File: config.mk
export PLATFORM = sky130hd
export DESIGN_NAME = hp_slot_event_ctrl
export DESIGN_NICKNAME = d
export VERILOG_FILES = /design/src/rtl/hp_pkg.sv /design/src/rtl/hp_lsb_pick.sv /design/src/rtl/hp_csr.sv /design/src/rtl/hp_slot_tracker.sv /design/src/rtl/hp_slot_event_ctrl.sv
export SDC_FILE = /design/constraint.sdc
export NUM_CORES = 1
export LEC_CHECK = 0
export ABC_AREA = 1
export BUFFER_PORTS_ARGS = -buffer_cell sky130_fd_sc_hd__buf_2
export CORE_MARGIN = 10
export CORE_UTILIZATION = 35
export DETAILED_ROUTE_END_ITERATION = 8
export PLACE_DENSITY = 0.66
export SETUP_SLACK_MARGIN = 0.15
export SYNTH_ARGS = -nofsm -noshare
export SYNTH_HDL_FRONTEND = slang
export SYNTH_SLANG_ARGS = --single-unit
File: constraint.sdc
create_clock -name clk -period 6.31 [get_ports clk]
set_input_delay 0.3155 -clock clk [delete_from_list [all_inputs] [get_ports clk]]
set_output_delay 0.3155 -clock clk [all_outputs]
set_load 0.05 [all_outputs]
File: src/rtl/hp_pkg.sv
// Shared types and constants for the slot hotplug event controller.
// Assumes register data is 32 bits and at most 32 slots are tracked.
package hp_pkg;

    localparam int DATA_W  = 32;
    localparam int GPE_BIT = 1;

    typedef enum logic [1:0] {
        EV_COLD   = 2'd0,
        EV_ADD    = 2'd1,
        EV_REMOVE = 2'd2,
        EV_RSVD   = 2'd3
    } hp_ev_e;

    localparam logic [2:0] CSR_UP    = 3'd0;
    localparam logic [2:0] CSR_DOWN  = 3'd1;
    localparam logic [2:0] CSR_EJECT = 3'd2;
    localparam logic [2:0] CSR_RMV   = 3'd3;
    localparam logic [2:0] CSR_GPE   = 3'd4;

    typedef enum logic {
        ST_RUN   = 1'b0,
        ST_DRAIN = 1'b1
    } hp_state_e;

endpackage

File: src/rtl/hp_lsb_pick.sv
// Lowest-set-bit picker: returns a one-hot of the least significant set
// bit, its index, and whether any bit was set. Pure combinational.
module hp_lsb_pick #(
    parameter int W     = 32,
    parameter int IDX_W = (W > 1) ? $clog2(W) : 1
) (
    input  logic [W-1:0]     vec,
    output logic             found,
    output logic [W-1:0]     onehot,
    output logic [IDX_W-1:0] idx
);

    logic [W:0] seen;

    assign seen[0] = 1'b0;

    // Prefix-OR chain: a bit wins only if no lower bit is set.
    for (genvar i = 0; i < W; i++) begin : g_chain
        assign seen[i+1]  = seen[i] | vec[i];
        assign onehot[i]  = vec[i] & ~seen[i];
    end

    assign found = seen[W];

    // Encode the one-hot winner into a binary index.
    always_comb begin
        idx = '0;
        for (int i = 0; i < W; i++) begin
            if (onehot[i]) idx |= IDX_W'(i);
        end
    end

endmodule

File: src/rtl/hp_csr.sv
// Register port decode: maps word addresses onto the slot masks for reads
// and turns writes into eject and flag-clear requests.
// Assumes NUM_SLOTS <= 32; reads are combinational on reg_addr.
module hp_csr
    import hp_pkg::*;
#(
    parameter int NUM_SLOTS = 32
) (
    input  logic [2:0]           reg_addr,
    input  logic                 reg_wr,
    input  logic [DATA_W-1:0]    reg_wdata,
    input  logic [NUM_SLOTS-1:0] present,
    input  logic [NUM_SLOTS-1:0] down,
    input  logic [NUM_SLOTS-1:0] enable,
    input  logic                 gpe,
    output logic [DATA_W-1:0]    reg_rdata,
    output logic                 ej_wr,
    output logic [NUM_SLOTS-1:0] ej_val,
    output logic                 gpe_clr
);

    logic wdata_unused;
    assign wdata_unused = ^reg_wdata;

    // Write decode: eject mask and flag clear.
    assign ej_wr   = reg_wr && (reg_addr == CSR_EJECT);
    assign ej_val  = reg_wdata[NUM_SLOTS-1:0];
    assign gpe_clr = reg_wr && (reg_addr == CSR_GPE) && reg_wdata[GPE_BIT];

    // Read multiplexer; unmapped and eject words return zero.
    always_comb begin
        reg_rdata = '0;
        case (reg_addr)
            CSR_UP:   reg_rdata[NUM_SLOTS-1:0] = present & enable;
            CSR_DOWN: reg_rdata[NUM_SLOTS-1:0] = down;
            CSR_RMV:  reg_rdata[NUM_SLOTS-1:0] = enable;
            CSR_GPE:  reg_rdata[GPE_BIT]       = gpe;
            default:  reg_rdata = '0;
        endcase
    end

endmodule

File: src/rtl/hp_slot_tracker.sv
// Slot state keeper: present, pending-removal and removable masks, the
// hotplug event flag, eject servicing and the drain/rebuild sequence.
// Assumes one event per cycle; during a drain all other requests are dropped.
module hp_slot_tracker
    import hp_pkg::*;
#(
    parameter int NUM_SLOTS = 32,
    parameter int SLOT_W    = (NUM_SLOTS > 1) ? $clog2(NUM_SLOTS) : 1
) (
    input  logic                 clk,
    input  logic                 rst_n,
    input  logic                 ev_valid,
    input  logic [1:0]           ev_kind,
    input  logic [SLOT_W-1:0]    ev_slot,
    input  logic [NUM_SLOTS-1:0] fixed_mask,
    input  logic [NUM_SLOTS-1:0] occupied,
    input  logic                 plat_reset_req,
    input  logic                 ej_wr,
    input  logic [NUM_SLOTS-1:0] ej_val,
    input  logic                 gpe_clr,
    output logic [NUM_SLOTS-1:0] present_q,
    output logic [NUM_SLOTS-1:0] down_q,
    output logic [NUM_SLOTS-1:0] enable_q,
    output logic                 gpe_q,
    output logic                 busy,
    output logic                 eject_strobe,
    output logic [SLOT_W-1:0]    eject_slot
);

    localparam logic [31:0] SLOT_LIMIT = 32'(NUM_SLOTS);

    hp_state_e              state_q, state_d;
    logic [NUM_SLOTS-1:0]   present_d, down_d, enable_d;
    logic                   gpe_d, strobe_d;
    logic [SLOT_W-1:0]      slot_d;
    logic [NUM_SLOTS-1:0]   pick_src, pick_oh, ev_bit;
    logic                   pick_found, ev_ok;
    logic [SLOT_W-1:0]      pick_idx;
    hp_ev_e                 kind;

    assign busy = (state_q == ST_DRAIN);
    assign kind = hp_ev_e'(ev_kind);

    // One picker serves both firmware ejects and the drain sequence.
    assign pick_src = busy ? down_q : ej_val;

    hp_lsb_pick #(
        .W     (NUM_SLOTS),
        .IDX_W (SLOT_W)
    ) u_pick (
        .vec    (pick_src),
        .found  (pick_found),
        .onehot (pick_oh),
        .idx    (pick_idx)
    );

    // Qualify the event and form its slot bit.
    assign ev_ok  = ev_valid && (kind != EV_RSVD) && (32'(ev_slot) < SLOT_LIMIT);
    assign ev_bit = NUM_SLOTS'(1) << ev_slot;

    // Next-state: ejects first, then events, so an event wins on overlap.
    always_comb begin
        present_d = present_q;
        down_d    = down_q;
        enable_d  = enable_q;
        gpe_d     = gpe_q;
        state_d   = state_q;
        strobe_d  = 1'b0;
        slot_d    = eject_slot;
        case (state_q)
            ST_RUN: begin
                if (plat_reset_req) begin
                    state_d = ST_DRAIN;
                end else begin
                    if (ej_wr && pick_found) begin
                        down_d = down_d & ~pick_oh;
                        if (|(pick_oh & enable_q)) present_d = present_d & ~pick_oh;
                        strobe_d = 1'b1;
                        slot_d   = pick_idx;
                    end
                    if (gpe_clr) gpe_d = 1'b0;
                    if (ev_ok) begin
                        case (kind)
                            EV_COLD:   present_d = present_d | ev_bit;
                            EV_ADD: begin
                                present_d = present_d | ev_bit;
                                gpe_d     = 1'b1;
                            end
                            EV_REMOVE: begin
                                down_d = down_d | ev_bit;
                                gpe_d  = 1'b1;
                            end
                            default: ;
                        endcase
                    end
                end
            end
            ST_DRAIN: begin
                if (pick_found) begin
                    down_d = down_q & ~pick_oh;
                    if (|(pick_oh & enable_q)) present_d = present_q & ~pick_oh;
                    strobe_d = 1'b1;
                    slot_d   = pick_idx;
                end else begin
                    enable_d  = ~fixed_mask;
                    present_d = occupied;
                    state_d   = ST_RUN;
                end
            end
            default: state_d = ST_RUN;
        endcase
    end

    // State registers with synchronous reset loading the board inputs.
    always_ff @(posedge clk) begin
        if (!rst_n) begin
            present_q    <= occupied;
            enable_q     <= ~fixed_mask;
            down_q       <= '0;
            gpe_q        <= 1'b0;
            state_q      <= ST_RUN;
            eject_strobe <= 1'b0;
            eject_slot   <= '0;
        end else begin
            present_q    <= present_d;
            enable_q     <= enable_d;
            down_q       <= down_d;
            gpe_q        <= gpe_d;
            state_q      <= state_d;
            eject_strobe <= strobe_d;
            eject_slot   <= slot_d;
        end
    end

endmodule

File: src/rtl/hp_slot_event_ctrl.sv
// Top of the slot hotplug event controller: register port decode plus the
// slot state keeper. Assumes a single clock and NUM_SLOTS between 1 and 32.
module hp_slot_event_ctrl
    import hp_pkg::*;
#(
    parameter int NUM_SLOTS = 32,
    parameter int SLOT_W    = (NUM_SLOTS > 1) ? $clog2(NUM_SLOTS) : 1
) (
    input  logic                 clk,
    input  logic                 rst_n,
    input  logic                 ev_valid,
    input  logic [1:0]           ev_kind,
    input  logic [SLOT_W-1:0]    ev_slot,
    input  logic [NUM_SLOTS-1:0] fixed_mask,
    input  logic [NUM_SLOTS-1:0] occupied,
    input  logic                 plat_reset_req,
    input  logic [2:0]           reg_addr,
    input  logic                 reg_wr,
    input  logic [31:0]          reg_wdata,
    output logic [31:0]          reg_rdata,
    output logic                 gpe_sts,
    output logic                 eject_strobe,
    output logic [SLOT_W-1:0]    eject_slot
);

    logic [NUM_SLOTS-1:0] present_q, down_q, enable_q, ej_val;
    logic                 gpe_q, busy, ej_wr, gpe_clr;

    // Register decode and read mux.
    hp_csr #(
        .NUM_SLOTS (NUM_SLOTS)
    ) u_csr (
        .reg_addr  (reg_addr),
        .reg_wr    (reg_wr),
        .reg_wdata (reg_wdata),
        .present   (present_q),
        .down      (down_q),
        .enable    (enable_q),
        .gpe       (gpe_q),
        .reg_rdata (reg_rdata),
        .ej_wr     (ej_wr),
        .ej_val    (ej_val),
        .gpe_clr   (gpe_clr)
    );

    // Slot masks, flag and eject sequencing.
    hp_slot_tracker #(
        .NUM_SLOTS (NUM_SLOTS),
        .SLOT_W    (SLOT_W)
    ) u_track (
        .clk            (clk),
        .rst_n          (rst_n),
        .ev_valid       (ev_valid),
        .ev_kind        (ev_kind),
        .ev_slot        (ev_slot),
        .fixed_mask     (fixed_mask),
        .occupied       (occupied),
        .plat_reset_req (plat_reset_req),
        .ej_wr          (ej_wr),
        .ej_val         (ej_val),
        .gpe_clr        (gpe_clr),
        .present_q      (present_q),
        .down_q         (down_q),
        .enable_q       (enable_q),
        .gpe_q          (gpe_q),
        .busy           (busy),
        .eject_strobe   (eject_strobe),
        .eject_slot     (eject_slot)
    );

    assign gpe_sts = gpe_q;

endmodule

==> implementation parameters <==
Parameter                              Value

CTS
  Buffers inserted during post-CTS setup optimization ... 0
  Number of CTS-inserted buffers ... 9
  TritonCTS clock tree ... built
  Post-cts sizing count ... 0
  Clock root buffer ... sky130_fd_sc_hd__clkbuf_16
  Clock transition at the registers of the reported paths ... 0.08 ns
  # hold bufs at CTS ... 0
  H-tree Lvls ... 3
  Clock Tree Buf Depth ... 2
  CTS sink count ... 104
  Later-pin clock latency in the skew report ... 0.36 ns

Yosys
  Compound-gate portion of the synthesized area ... 0.158
  Netlist area before placement ... 7600 µm²
  Instance count of the mapped netlist ... 1154
  Dominant combinational cell family by area after synthesis ... simple AND/OR/NAND/NOR gates
  Adder-cell share of the synthesized area ... 0.00659
  Post-synthesis share of cell area spent on and, or, nand and nor gates ... 0.364
  Number of flip-flops and latches in the synthesized netlist ... 104
  Area share of xor/xnor cells in the synthesized design ... 0
  Share of synthesized area spent on multiplexers ... 0
  Number of warnings reported in the yosys synthesis log ... 0
  Average size of a mapped cell ... 6.58 µm²
  Syn_nets ... 1269
  Sequential cell area fraction in the yosys report ... 0.358
  Number of distinct standard cells referenced by the synthesized netlist ... 37

Setup path
  Category of the worst setup path capture point ... flop
  Worst Setup SP ... u_track.busy$_SDFF_PN0_
  Startpoint of the worst register-to-register path ... u_track.busy$_SDFF_PN0_
  Element type at the critical path start ... flop
  Number of cells on the worst reg-to-reg path ... 25
  Crit Path Class ... reg2reg
  Worst endpoint data arrival time ... 5.00 ns
  Crit path max fanout ... 34
  Crit path required time ... 6.42 ns

Pwr
  Cell Pwr Density ... 228 nW/µm²
  VDD IR max ... 115 µV
  Static power due to leakage ... 4.34 nW

Die
  Ports placed on the boundary ... 150
  X dimension of the die ... 167 µm
  Starting density of the core ... 0.358
  Total Die Area ... 28000 µm²
  Core region area ... 21200 µm²
  Number of core rows ... 53
  Height of the die ... 167 µm

Global routing
  Global routing usage on met2 ... 0.287
  Overall routing resource usage ... 0.186
  Number of antenna violations at the first check in global routing ... 1
  Wire length of the first global-routing pass ... 42300 µm
  GRT met1 Usage ... 0.251
  Vias in the first global route ... 7621
  Met3 track demand over resource ... 0.0400
  Overall overflow remaining after global route ... 0
  Highest-utilization routing layer at the global route stage ... met2
  Maximum number of pins on one net before global-route repair ... 43

Place
  Port buffer count ... 149
  Final GP Congestion ... 0.943
  Detailed-placement wirelength estimate ... 19700 µm
  Count of placed standard cells including taps ... 1534

Detailed routing
  Final routed DRC violation total ... 0
  Number of vias per cell ... 5.23
  Total via count after detailed routing ... 8104
  Sum of routed wire length over all layers ... 27300 µm
  Initial drt markers ... 791
  First-pass DRT Iterations ... 6
  Remaining antenna violation count ... 0
  Post-DR wirelength/cell ... 17.6 µm

Timing
  Final Max Tran Viols ... 0
  Transition time at the pin with the least slew margin ... 1.05 ns
  Maximum clock frequency ... 205 MHz
  Final setup violation count ... 0
  Headroom to the max-slew limit ... 0.293
  Total Negative Setup Slacks ... 0 ns
  Fin. Hold Viols ... 0
  Fraction of the cycle the final worst path needs ... 0.775
  Worst clock skew ... 0.0154 ns
  Setup repair after global routing missed its margin ... false
  Minimum period implied by the final worst setup slack ... 4.89 ns

Flow run
  Total of max-cap violations ... 0

Cells and area
  Number of nets in the layout ... 1385
  Ratio of cells with drive above 1 in the final layout ... 0.169
  Filler-free cell count of the finished design ... 1551
  Layout overhead on the synthesized area ... 16.6%
  Leading cell types in the layout, fill and taps excluded ... sky130_fd_sc_hd__nand2_1 (373), sky130_fd_sc_hd__buf_2 (149), sky130_fd_sc_hd__inv_1 (143)
  Most common library cell in the layout ignoring fill and taps ... sky130_fd_sc_hd__nand2_1
  Final standard cell utilization of the core ... 0.417

Worst hold path
  Worst Hold Launch ... fixed_mask[29]
  WHS Path Cells ... 2
  Tightest Hold Check Type ... in2reg

Outcome
  Status ... finished, final reports clean
[worst paths after layout]
kind,end,slack [ns]
worst min-delay path,u_track.enable_q[29]$_DFFE_PP_,0.18
worst min register to register,u_track.gpe_q$_SDFFE_PN0P_,0.48
worst max-delay path,u_track.present_q[14]$_DFFE_PP_,1.42
worst max register to register,u_track.present_q[14]$_DFFE_PP_,1.42
[synthesized netlist by cell type]
cell | number | share of area
sky130_fd_sc_hd__buf_4 | 7 | 0.0069
sky130_fd_sc_hd__buf_6 | 7 | 0.010
sky130_fd_sc_hd__nand2_1 | 374 | 0.18
sky130_fd_sc_hd__nor2_2 | 3 | 0.0025
sky130_fd_sc_hd__o221ai_1 | 1 | 0.0012
sky130_fd_sc_hd__nand3_2 | 1 | 0.0013
sky130_fd_sc_hd__or2_2 | 1 | 0.00082
sky130_fd_sc_hd__nor3_1 | 19 | 0.013
sky130_fd_sc_hd__a22oi_1 | 62 | 0.061
sky130_fd_sc_hd__ha_1 | 4 | 0.0066
sky130_fd_sc_hd__nor4_1 | 4 | 0.0033
sky130_fd_sc_hd__o21ai_0 | 71 | 0.047
sky130_fd_sc_hd__edfxtp_1 | 64 | 0.25
sky130_fd_sc_hd__nand2_2 | 3 | 0.0025
sky130_fd_sc_hd__o41ai_1 | 1 | 0.0012
sky130_fd_sc_hd__o211ai_1 | 4 | 0.0040
sky130_fd_sc_hd__buf_1 | 3 | 0.0015
sky130_fd_sc_hd__nand4_4 | 6 | 0.017
sky130_fd_sc_hd__o21a_1 | 1 | 0.00099
sky130_fd_sc_hd__inv_1 | 143 | 0.071
sky130_fd_sc_hd__o21ai_1 | 26 | 0.017
sky130_fd_sc_hd__nor3b_1 | 1 | 0.00099
sky130_fd_sc_hd__a21oi_1 | 37 | 0.024
sky130_fd_sc_hd__nand2_4 | 2 | 0.0030
sky130_fd_sc_hd__o2111ai_1 | 1 | 0.0012
sky130_fd_sc_hd__nor2_1 | 133 | 0.066
sky130_fd_sc_hd__dfxtp_1 | 40 | 0.11
sky130_fd_sc_hd__inv_4 | 1 | 0.00082
sky130_fd_sc_hd__nand4_2 | 1 | 0.0016
sky130_fd_sc_hd__clkbuf_1 | 38 | 0.019
sky130_fd_sc_hd__nand4_1 | 10 | 0.0082
sky130_fd_sc_hd__buf_2 | 3 | 0.0020
sky130_fd_sc_hd__inv_2 | 4 | 0.0020
sky130_fd_sc_hd__and3_1 | 6 | 0.0049
sky130_fd_sc_hd__nor2_4 | 9 | 0.013
sky130_fd_sc_hd__nand3b_1 | 1 | 0.00099
sky130_fd_sc_hd__nand3_1 | 62 | 0.041
[per-layer routing]
metal | vias up | part of all wire
li1 | 3991 | -
met1 | 3714 | 0.46
met2 | 355 | 0.44
met3 | 44 | 0.077
met4 | 0 | 0.024
met5 | - | 0
[worst max-delay path, cell delays in order, from the launching register on]
cell and delay (ns):
sky130_fd_sc_hd__dfxtp_2 0.66, sky130_fd_sc_hd__inv_4 0.09, sky130_fd_sc_hd__buf_4 0.27, sky130_fd_sc_hd__nand2_1 0.13, sky130_fd_sc_hd__nand2_1 0.10, sky130_fd_sc_hd__nor2_4 0.16
sky130_fd_sc_hd__nand4_4 0.12, sky130_fd_sc_hd__nor2_4 0.14, sky130_fd_sc_hd__nand4_2 0.14, sky130_fd_sc_hd__nor2_4 0.15, sky130_fd_sc_hd__nand4_4 0.12, sky130_fd_sc_hd__nor2_4 0.14
sky130_fd_sc_hd__nand4_4 0.11, sky130_fd_sc_hd__nor2_4 0.13, sky130_fd_sc_hd__nand4_4 0.11, sky130_fd_sc_hd__nor2_4 0.13, sky130_fd_sc_hd__nand4_4 0.12, sky130_fd_sc_hd__nor2_4 0.16
sky130_fd_sc_hd__nand3_2 0.30, sky130_fd_sc_hd__nand2_2 0.18, sky130_fd_sc_hd__nand2_4 0.22, sky130_fd_sc_hd__inv_2 0.46, sky130_fd_sc_hd__buf_12 0.26, sky130_fd_sc_hd__o21ai_1 0.09
sky130_fd_sc_hd__nand2_1 0.07, sky130_fd_sc_hd__nand2_1 0.04
[cell families (layout without fill, tap and decap cells)]
logic type / count (synthesis) / after routing
simple gates: 636 / 636
buf+inv: 206 / 327
compound gates: 204 / 204
flops: 104 / 104
fa+ha+maj: 4 / 4
other cells: 0 / 1
[per-stage QoR]
stage / area [µm²] / hold slack [ns] / total power, mW / setup slack (ns)
after floorplan: 7600 / 0.447 / 1.25 / 2.81
after global routing: 8850 / 0.184 / 2.12 / 0.988
final: 8850 / 0.184 / 2.02 / 1.42
after CTS: 8850 / 0.178 / 2.01 / 1.43
after detailed placement: 8540 / 0.468 / 1.42 / 1.44
after global placement: 8540 / 0.470 / 1.41 / 1.59
[state kept, by name (all words and copies together), names as in the netlist]
signal	cells
u_track.present_q	32
u_track.busy	1
u_track.eject_slot	5
u_track.eject_strobe	1
u_track.enable_q	32
u_track.gpe_q	1
u_track.down_q	32
[where the power goes]
| group | switching (mW) | internal [mW] |
|---|---|---|
| registers | 0.0694 | 0.818 |
| logic | 0.367 | 0.159 |
| clock network | 0.265 | 0.338 |
[layout make-up]
| class | instances | area, µm² |
|---|---|---|
| Sequential cell | 104 | 2720 |
| Multi-Input combinational cell | 844 | 4050 |
| Tap cell | 275 | 344 |
| Inverter | 148 | 558 |
| Fill cell | 2252 | 12400 |
| Antenna cell | 1 | 2.50 |
| Timing Repair Buffer | 163 | 863 |
| Clock buffer | 15 | 310 |
| Clock inverter | 1 | 5.00 |
(Power assumes the default switching activity.)
